`src/rtl/uwr_pkg.sv`:
```
package uwr_pkg;

    typedef enum logic [2:0] {
        ST_IDLE,
        ST_START,
        ST_DATA,
        ST_NINTH,
        ST_STOP
    } rx_state_e;

    function automatic logic maj3(input logic a, input logic b, input logic c);
        return (a & b) | (a & c) | (b & c);
    endfunction

endpackage

```
`src/rtl/uwr_sync.sv`:
```
module uwr_sync #(
    parameter int STAGES = 2
) (
    input  logic clk,
    input  logic rst_n,
    input  logic din,
    output logic dout
);
    logic [STAGES-1:0] chain_q;

    always_ff @(posedge clk or negedge rst_n) begin
        if (!rst_n) begin
            chain_q <= '1;
        end else begin
            chain_q <= {chain_q[STAGES-2:0], din};
        end
    end

    assign dout = chain_q[STAGES-1];
endmodule

```
`src/rtl/uwr_voter.sv`:
```
module uwr_voter import uwr_pkg::*; #(
    parameter int OSR = 16
) (
    input  logic clk,
    input  logic rst_n,
    input  logic clear,
    input  logic tick,
    input  logic din,
    output logic vote_valid,
    output logic vote_val
);
    localparam int CW = $clog2(OSR);
    localparam logic [CW-1:0] IDX_A    = CW'(OSR / 2 - 2);
    localparam logic [CW-1:0] IDX_B    = CW'(OSR / 2 - 1);
    localparam logic [CW-1:0] IDX_C    = CW'(OSR / 2);
    localparam logic [CW-1:0] IDX_LAST = CW'(OSR - 1);

    logic [CW-1:0] cnt_q;
    logic          samp_a_q;
    logic          samp_b_q;

    always_ff @(posedge clk or negedge rst_n) begin
        if (!rst_n) begin
            cnt_q <= '0;
        end else if (clear) begin
            cnt_q <= '0;
        end else if (tick) begin
            cnt_q <= (cnt_q == IDX_LAST) ? '0 : cnt_q + 1'b1;
        end
    end

    always_ff @(posedge clk or negedge rst_n) begin
        if (!rst_n) begin
            samp_a_q   <= 1'b1;
            samp_b_q   <= 1'b1;
            vote_valid <= 1'b0;
            vote_val   <= 1'b1;
        end else begin
            vote_valid <= 1'b0;
            if (!clear && tick) begin
                if (cnt_q == IDX_A) samp_a_q <= din;
                if (cnt_q == IDX_B) samp_b_q <= din;
                if (cnt_q == IDX_C) begin
                    vote_valid <= 1'b1;
                    vote_val   <= maj3(samp_a_q, samp_b_q, din);
                end
            end
        end
    end
endmodule

```
`src/rtl/uwr_shift.sv`:
```
module uwr_shift #(
    parameter int W = 8
) (
    input  logic         clk,
    input  logic         rst_n,
    input  logic         clr,
    input  logic         shift_en,
    input  logic         bit_in,
    output logic [W-1:0] data
);
    generate
        if (W == 1) begin : g_single
            always_ff @(posedge clk or negedge rst_n) begin
                if (!rst_n)        data <= '0;
                else if (clr)      data <= '0;
                else if (shift_en) data <= bit_in;
            end
        end else begin : g_multi
            always_ff @(posedge clk or negedge rst_n) begin
                if (!rst_n)        data <= '0;
                else if (clr)      data <= '0;
                else if (shift_en) data <= {bit_in, data[W-1:1]};
            end
        end
    endgenerate
endmodule

```
`src/rtl/uart_wake_rx.sv`:
```
module uart_wake_rx import uwr_pkg::*; #(
    parameter int OSR         = 16,
    parameter int DATA_W      = 8,
    parameter int SYNC_STAGES = 2
) (
    input  logic              clk,
    input  logic              rst_n,
    input  logic              rx_line,
    input  logic              tick16,
    input  logic              rx_en,
    input  logic              wake_mode,
    input  logic              nine_bit,
    output logic [DATA_W-1:0] rx_data,
    output logic              rx_bit9,
    output logic              rx_irq,
    output logic              frame_err
);
    localparam int BCW = $clog2(DATA_W + 1);
    localparam logic [BCW-1:0] LAST_BIT = BCW'(DATA_W - 1);

    rx_state_e          state_q, state_d;
    logic [BCW-1:0]     bit_cnt_q, bit_cnt_d;
    logic               line_s;
    logic               vote_valid, vote_val;
    logic               armed_q, wake_q, has9_q, bit9_q;
    logic               start_frame, shift_en, commit;
    logic [DATA_W-1:0]  shift_data;

    uwr_sync #(.STAGES(SYNC_STAGES)) u_sync (
        .clk  (clk),
        .rst_n(rst_n),
        .din  (rx_line),
        .dout (line_s)
    );

    uwr_voter #(.OSR(OSR)) u_voter (
        .clk       (clk),
        .rst_n     (rst_n),
        .clear     (state_q == ST_IDLE),
        .tick      (tick16),
        .din       (line_s),
        .vote_valid(vote_valid),
        .vote_val  (vote_val)
    );

    uwr_shift #(.W(DATA_W)) u_shift (
        .clk     (clk),
        .rst_n   (rst_n),
        .clr     (start_frame),
        .shift_en(shift_en),
        .bit_in  (vote_val),
        .data    (shift_data)
    );

    // State register
    always_ff @(posedge clk or negedge rst_n) begin
        if (!rst_n) begin
            state_q   <= ST_IDLE;
            bit_cnt_q <= '0;
        end else begin
            state_q   <= state_d;
            bit_cnt_q <= bit_cnt_d;
        end
    end

    // Next state and frame control
    always_comb begin
        state_d     = state_q;
        bit_cnt_d   = bit_cnt_q;
        start_frame = 1'b0;
        shift_en    = 1'b0;
        commit      = 1'b0;
        unique case (state_q)
            ST_IDLE: begin
                if (rx_en && armed_q && !line_s) begin
                    state_d     = ST_START;
                    start_frame = 1'b1;
                end
            end
            ST_START: begin
                if (vote_valid) begin
                    if (vote_val) begin
                        state_d = ST_IDLE;
                    end else begin
                        state_d   = ST_DATA;
                        bit_cnt_d = '0;
                    end
                end
            end
            ST_DATA: begin
                if (vote_valid) begin
                    shift_en = 1'b1;
                    if (bit_cnt_q == LAST_BIT) begin
                        state_d = has9_q ? ST_NINTH : ST_STOP;
                    end else begin
                        bit_cnt_d = bit_cnt_q + 1'b1;
                    end
                end
            end
            ST_NINTH: begin
                if (vote_valid) state_d = ST_STOP;
            end
            ST_STOP: begin
                if (vote_valid) begin
                    state_d = ST_IDLE;
                    commit  = !(wake_q && !bit9_q);
                end
            end
            default: state_d = ST_IDLE;
        endcase
    end

    // Per-frame context
    always_ff @(posedge clk or negedge rst_n) begin
        if (!rst_n) begin
            armed_q <= 1'b0;
            wake_q  <= 1'b0;
            has9_q  <= 1'b0;
            bit9_q  <= 1'b0;
        end else begin
            if (start_frame) begin
                armed_q <= 1'b0;
                wake_q  <= wake_mode;
                has9_q  <= nine_bit | wake_mode;
                bit9_q  <= 1'b0;
            end else begin
                if (state_q == ST_IDLE && line_s) armed_q <= 1'b1;
                if (state_q == ST_NINTH && vote_valid) bit9_q <= vote_val;
            end
        end
    end

    // Outputs
    always_ff @(posedge clk or negedge rst_n) begin
        if (!rst_n) begin
            rx_data   <= '0;
            rx_bit9   <= 1'b0;
            rx_irq    <= 1'b0;
            frame_err <= 1'b0;
        end else begin
            rx_irq    <= commit;
            frame_err <= commit && !vote_val;
            if (commit) begin
                rx_data <= shift_data;
                rx_bit9 <= has9_q & bit9_q;
            end
        end
    end
endmodule

```
`config.mk`:
```
export PLATFORM = sky130hd
export DESIGN_NAME = uart_wake_rx
export DESIGN_NICKNAME = d
export VERILOG_FILES = /design/src/rtl/uwr_pkg.sv /design/src/rtl/uwr_sync.sv /design/src/rtl/uwr_voter.sv /design/src/rtl/uwr_shift.sv /design/src/rtl/uart_wake_rx.sv
export SDC_FILE = /design/constraint.sdc
export NUM_CORES = 1
export LEC_CHECK = 0
export ABC_AREA = 1
export BUFFER_PORTS_ARGS = -buffer_cell sky130_fd_sc_hd__buf_2
export CAP_MARGIN = 20
export CORE_ASPECT_RATIO = 0.9
export CORE_MARGIN = 2
export CORE_UTILIZATION = 52
export DETAILED_ROUTE_END_ITERATION = 8
export HOLD_SLACK_MARGIN = 0.06
export PLACE_DENSITY = 0.74
export SLEW_MARGIN = 20
export SYNTH_ARGS = -nofsm -noshare
export SYNTH_HDL_FRONTEND = slang
export SYNTH_HIERARCHICAL = 1
export SYNTH_SLANG_ARGS = --single-unit
```
`constraint.sdc`:
```
create_clock -name clk -period 1.4 [get_ports clk]
set_input_delay 0.07 -clock clk [delete_from_list [all_inputs] [get_ports clk]]
set_output_delay 0.07 -clock clk [all_outputs]
set_load 0.02 [all_outputs]
```
== Word-level counts from Yosys, hierarchy flattened ==
Cells that the tools add are included.
Cells by class
  reduce and logical (&&, ||, !) cells: 23
  add/subtract/negate cells: 2
  equality and inequality tests: 17
  bitwise gates (word level): 7
  mux-type cells: 31
Operators with widths (number)
  4-bit two-way mux: 7
  3-bit two-way mux: 7
  8-bit two-way mux: 2
  3-bit one-hot mux with 5 select lines: 1
  4-bit by 3-bit equality test with 1-bit output, second input constant: 3
  1-bit two-way mux: 12
  2-bit nonzero test: 5
  4-bit by 1-bit adder with 4-bit output, second input constant: 2
  4-bit equality test, second input constant: 2
  2-bit by 1-bit != test with 1-bit output, second input constant: 4
  2-bit != test, second input constant: 4
  4-bit one-hot mux with 2 select lines: 1
  1-bit logical AND: 7
  3-bit by 2-bit equality test with 1-bit output, second input constant: 2
  2-bit AND reduction: 3
  6-bit AND reduction: 1
  1-bit zero test: 5
  5-bit AND reduction: 1
  1-bit AND: 4
  3-bit by 1-bit equality test with 1-bit output, second input constant: 1
  3-bit equality test, second input constant: 1
  3-bit zero test: 1
  1-bit bitwise OR: 3
  2-bit two-way mux: 1
Storage, ports and cells
  word-level logic and storage cells: 97
  output and inout port bits: 11
  input port bits: 7
  flip-flop bits (word level): 40

== Logic depth before layout (Yosys ltp) ==
  depth in word-level cells: 6
  mapped depth: 9
  gate-level depth less buffers: 9

== By module ==
The synthesis kept the hierarchy.
By module, submodules not included
  uart_wake_rx: cells each 138, instances 1, sequential area each 550.5 µm², area an instance 1064.8 µm²
  uwr_voter: cells each 57, instances 1, sequential area each 203.9 µm², area an instance 456.7 µm²
  uwr_shift: cells each 35, instances 1, sequential area each 200.2 µm², area an instance 335.3 µm²
  uwr_sync: cells each 2, instances 1, sequential area each 52.6 µm², area an instance 52.6 µm²

== Worst setup path after synthesis ==
Ideal clock, no wire load.
  path type: register to register
  start: register state_q[2]
  end: register u_shift.data[5]
  setup time: 0.116 ns
  path buffers: 0
  data required time: 1.284 ns
  stages on the path, launching flop included: 9
  period minus slack after synthesis: 1.327 ns
  setup slack: 0.073 ns
  arrival: 1.211 ns
  cells stage by stage: dfrtp_1 > nor2_2 > nand2_1 > inv_1 > nand2_2 > inv_1 > inv_2 > nand3_1 > nand2_1
Between the ends
  cells in the longest elaborated chain, start to end: 3
  elaborated cells on any way between the ends: 6
  classes of those cells: eq/ne: 1; mux: 3; reduce/logical: 2
RTL lines
  start: declaration: RTL line uart_wake_rx.sv:21  | rx_state_e state_q, state_d;
  start signal: assignment: RTL line uart_wake_rx.sv:61  | state_q <= state_d;
  3-bit zero test (*): RTL line uart_wake_rx.sv:73  | unique case (state_q)
  1-bit two-way mux (*): RTL line uart_wake_rx.sv:73
  via start_frame: RTL line uart_wake_rx.sv:26  | logic start_frame, shift_en, commit;
  8-bit two-way mux / 2-bit nonzero test (equally long branches)
  end signal: assignment: RTL line uwr_shift.sv:22  | else if (shift_en) data <= {bit_in, data[W-1:1]};
  end: declaration: RTL line uwr_shift.sv:9  | output logic [W-1:0] data
Mark *: on every way through the listed nets, which the timed path passes. The rest lies on a longest branch.
A chain may end at the register's enable or synchronous reset.

== Final worst setup path ==
  start: register bit_cnt_q[1]
  end: register bit_cnt_q[1]
Between the ends
  cells in the longest elaborated chain, start to end: 4
  elaborated cells on any way between the ends: 7
  classes of those cells: add/sub: 1; eq/ne: 2; mux: 3; reduce/logical: 1
RTL lines
  start: declaration: RTL line uart_wake_rx.sv:22  | logic [BCW-1:0] bit_cnt_q, bit_cnt_d;
  start signal: assignment: RTL line uart_wake_rx.sv:62  | bit_cnt_q <= bit_cnt_d;
  4-bit by 1-bit adder with 4-bit output: RTL line uart_wake_rx.sv:96  | bit_cnt_d = bit_cnt_q + 1'b1;
  4-bit two-way mux: RTL line uart_wake_rx.sv:93  | if (bit_cnt_q == LAST_BIT) begin
  4-bit two-way mux: RTL line uart_wake_rx.sv:91  | if (vote_valid) begin
  4-bit one-hot mux with 2 select lines: RTL line uart_wake_rx.sv:73
Several ways; a longest one is shown, not always the timed one. The select of a mux whose other input is x is not followed.

==> impl_metrics.json <==
{
  "worst_setup_path_end_kind": "flip-flop",
  "cp_common_cell": "nand2_1",
  "hp-class": "in -> reg",
  "ant_nets": 0,
  "hold-path-cell-count": 3,
  "synth_nets": 243,
  "cts_buffers": 5,
  "clk_pin_slew_ns": 0.08,
  "place_hpwl_mm": 2.53,
  "fin_cells": 310,
  "grtUsageTotal": 0.199,
  "cts_tree": "yes",
  "rsz0062_at_grt": "yes",
  "slowest_stage": "dfrtp_1",
  "fmaxAchievable_mhz": 768,
  "antenna-diode-count": 0,
  "reg2regPathDepth": 9,
  "drive_gt1_frac": 0.241,
  "worstMarginPinSlew_ns": 0.436,
  "postLayoutCellArea_um2": 2260,
  "antenna_found_initial": 0,
  "ir_drop_v": 0.000901,
  "path_max_fanout": 5,
  "outcome": "completed",
  "cts.sinks": 40,
  "grt_pass1_vias": 1340,
  "dieArea_um2": 4170,
  "seqCellArea_um2": 1010,
  "cts-root-buf": "clkbuf_8",
  "powerDensity_nw_per_um2": 1500,
  "use_met1": 0.270,
  "clk_path_buf_depth": 2,
  "synth.top_cells.by_area": "dfrtp_1 46%, nand2_1 18%, dfstp_2 6.9%, nand3_1 5.0%, inv_1 3.1%",
  "num_rows": 20,
  "async_flop_share": 1.00,
  "hold_viol": 0,
  "rrSetupSlack_ns": 0.1,
  "synth_top_area_frac": 0.459,
  "fp.dieH_um": 61.5,
  "finalSetupViolations": 0,
  "clk-insertion-delay-late_ns": 0.30,
  "synthTopCellsByCount": "93 x nand2_1, 35 x dfrtp_1, 19 x nand3_1, 16 x inv_1, 16 x nor2_1",
  "rr_startpoint": "bit_cnt_q[1]",
  "tns_ns": 0,
  "yosys.area.top_type": "dfrtp_1",
  "busiest_layer": "met2",
  "synth_cell_types": 23,
  "grt.met3_usage": 0.0494,
  "leakage_nw": 1.24,
  "worstPathCellList": "ha_1 > nand2_1 > nor2_1 > inv_1 > nand2_1 > nand2_2 > nand2_2 > nand2_1 > nand2_1",
  "max-cap-violations": 0,
  "ys_ff_latch": 40,
  "slowest_delay_ns": 0.40,
  "dr_total_vias": 1536,
  "syn-instance-count": 232,
  "multi_input_area_um2": 798,
  "crit_buf_inv": 1,
  "synth_edf_count": 0,
  "syn_avg_cell_area_um2": 8.23,
  "arrival_ns": 1.50,
  "drt-wirelength-per-cell_um": 11.6,
  "htreeDepth": 2,
  "synth_ff_type": "dfrtp_1",
  "grt_overflow": 0,
  "wl_mm": 3.59,
  "drc_errors": 0,
  "grt_max_degree": 24,
  "final_max_slew_viol_count": 0,
  "netlist_area_um2": 1910,
  "hp-start": "nine_bit",
  "holdPathEnd": "has9_q",
  "final.period_utilization": 0.931,
  "dp.cells": 298,
  "initial_core_util": 0.553,
  "slew_headroom": 0.709,
  "fin_worst_skew_ns": 0.00366,
  "vias_per_cell": 4.95,
  "port-buffer-count": 17,
  "yosysWarnings": 6,
  "worstReg2RegEnd": "bit_cnt_q[1]",
  "nFillCells": 309,
  "die_w_um": 67.9,
  "cp.required_ns": 1.59,
  "critPathLaunchType": "flip-flop",
  "dr.first_iter.drc_count": 93,
  "gp_congestion": 0.778,
  "dr.pass1.iters": 4,
  "critPathKind": "reg -> reg",
  "synth.yosys.seq_area_share": 0.528,
  "period_minus_slack_ns": 1.30,
  "grtUsageMet2": 0.296,
  "grt_pass1_wl_mm": 5.94,
  "area_delta_synth_final_pct": 18.2,
  "total_power_w": 0.00338,
  "crit_family": "simple AND/OR/NAND/NOR gates",
  "io_pins": 18,
  "placed_cell_area_um2": 2090,
  "synth.most_common_cell": "nand2_1",
  "nNetsFinal": 276,
  "core_um2": 3450
}
[state kept, by name, summed over array words and instances, names as in the netlist, 2 cells and up]
name and cells:
u_sync/chain_q 2, bit_cnt_q 4, state_q 3, rx_data 8, u_shift/data 8, u_voter/cnt_q 4
[metrics by stage]
stage	setup WS, ns	util	hold slack (ns)
2_1_floorplan	0.0728	-	-0.226
3_3_place_gp	0.0681	0.605	0.0298
3_5_place_dp	0.00682	0.605	0.0385
4_1_cts	0.0786	0.645	0.0783
5_1_grt	-0.0161	0.653	0.0984
6_report	0.0971	0.653	0.0698
[worst register-to-register path, cell delays in order (launching register included)]
cell and delay [ns]:
dfrtp_1 0.40, ha_1 0.20, nand2_1 0.07, nor2_1 0.05, inv_1 0.06, nand2_1 0.07
nand2_2 0.12, nand2_2 0.10, nand2_1 0.08, nand2_1 0.05
[cells in the final DEF, fill, tap and decap left out, drive strengths merged, types with 4 or more instances in the layout]
cell	n
o21ai	12
nor2	22
nand3	20
inv	20
clkbuf	6
nand2	99
buf	26
dfstp	5
clkinv	4
dfrtp	35
ha	4
[where the power goes]
group | switching, W | internal [W]
Combinational | 0.000636 | 0.000364
Clock | 0.000401 | 0.000529
Sequential | 0.000150 | 0.00130
[how the worst max path moves through the flow]
stage / startpoint / end / depth (start not counted)
after floorplan: state_q[2] / u_shift/data[5] / 8
after global placement: state_q[2] / u_shift/data[0] / 8
after detailed placement: state_q[2] / u_shift/data[7] / 8
after CTS: state_q[2] / bit_cnt_q[1] / 8
after global routing: state_q[2] / bit_cnt_q[1] / 8
final: bit_cnt_q[1] / bit_cnt_q[1] / 9
[layer usage]
metal  vias to the layer above  wire length (um)
met4                         0                46
li1                        788                 -
met5                         -                 0
met2                        34              1550
met3                         5               173
met1                       709              1820
[area by class of cell]
class / instances / share of cell area
well taps: 44 / 0.0244
clock buffers: 6 / 0.0322
repair buffers: 29 / 0.0865
multi-input cells: 166 / 0.354
flip-flops and latches: 40 / 0.446
inverters: 23 / 0.0410
clock inverters: 2 / 0.0155
[kinds of logic (layout without fill, tap and decap cells)]
| family | count (synthesis) | in the layout | share of synthesized area |
|---|---|---|---|
| AND/OR/NAND/NOR | 145 | 145 | 0.330 |
| AO/OA/AOI/OAI | 16 | 16 | 0.0465 |
| XOR/XNOR | 1 | 1 | 0.00459 |
| buffers and inverters | 26 | 60 | 0.0649 |
| flip-flops | 40 | 40 | 0.528 |
| adder cells (fa/ha/maj) | 4 | 4 | 0.0262 |
[timing repair]
action / CTS / global route
gates resized for setup: 1 / 8
setup endpoints to repair: 1 / 13
pin swaps: 0 / 1
hold endpoints to repair: 34 / 0
hold buffers: 3 / 0
setup buffers: 0 / 1
Power figures use the tool's default switching activity.
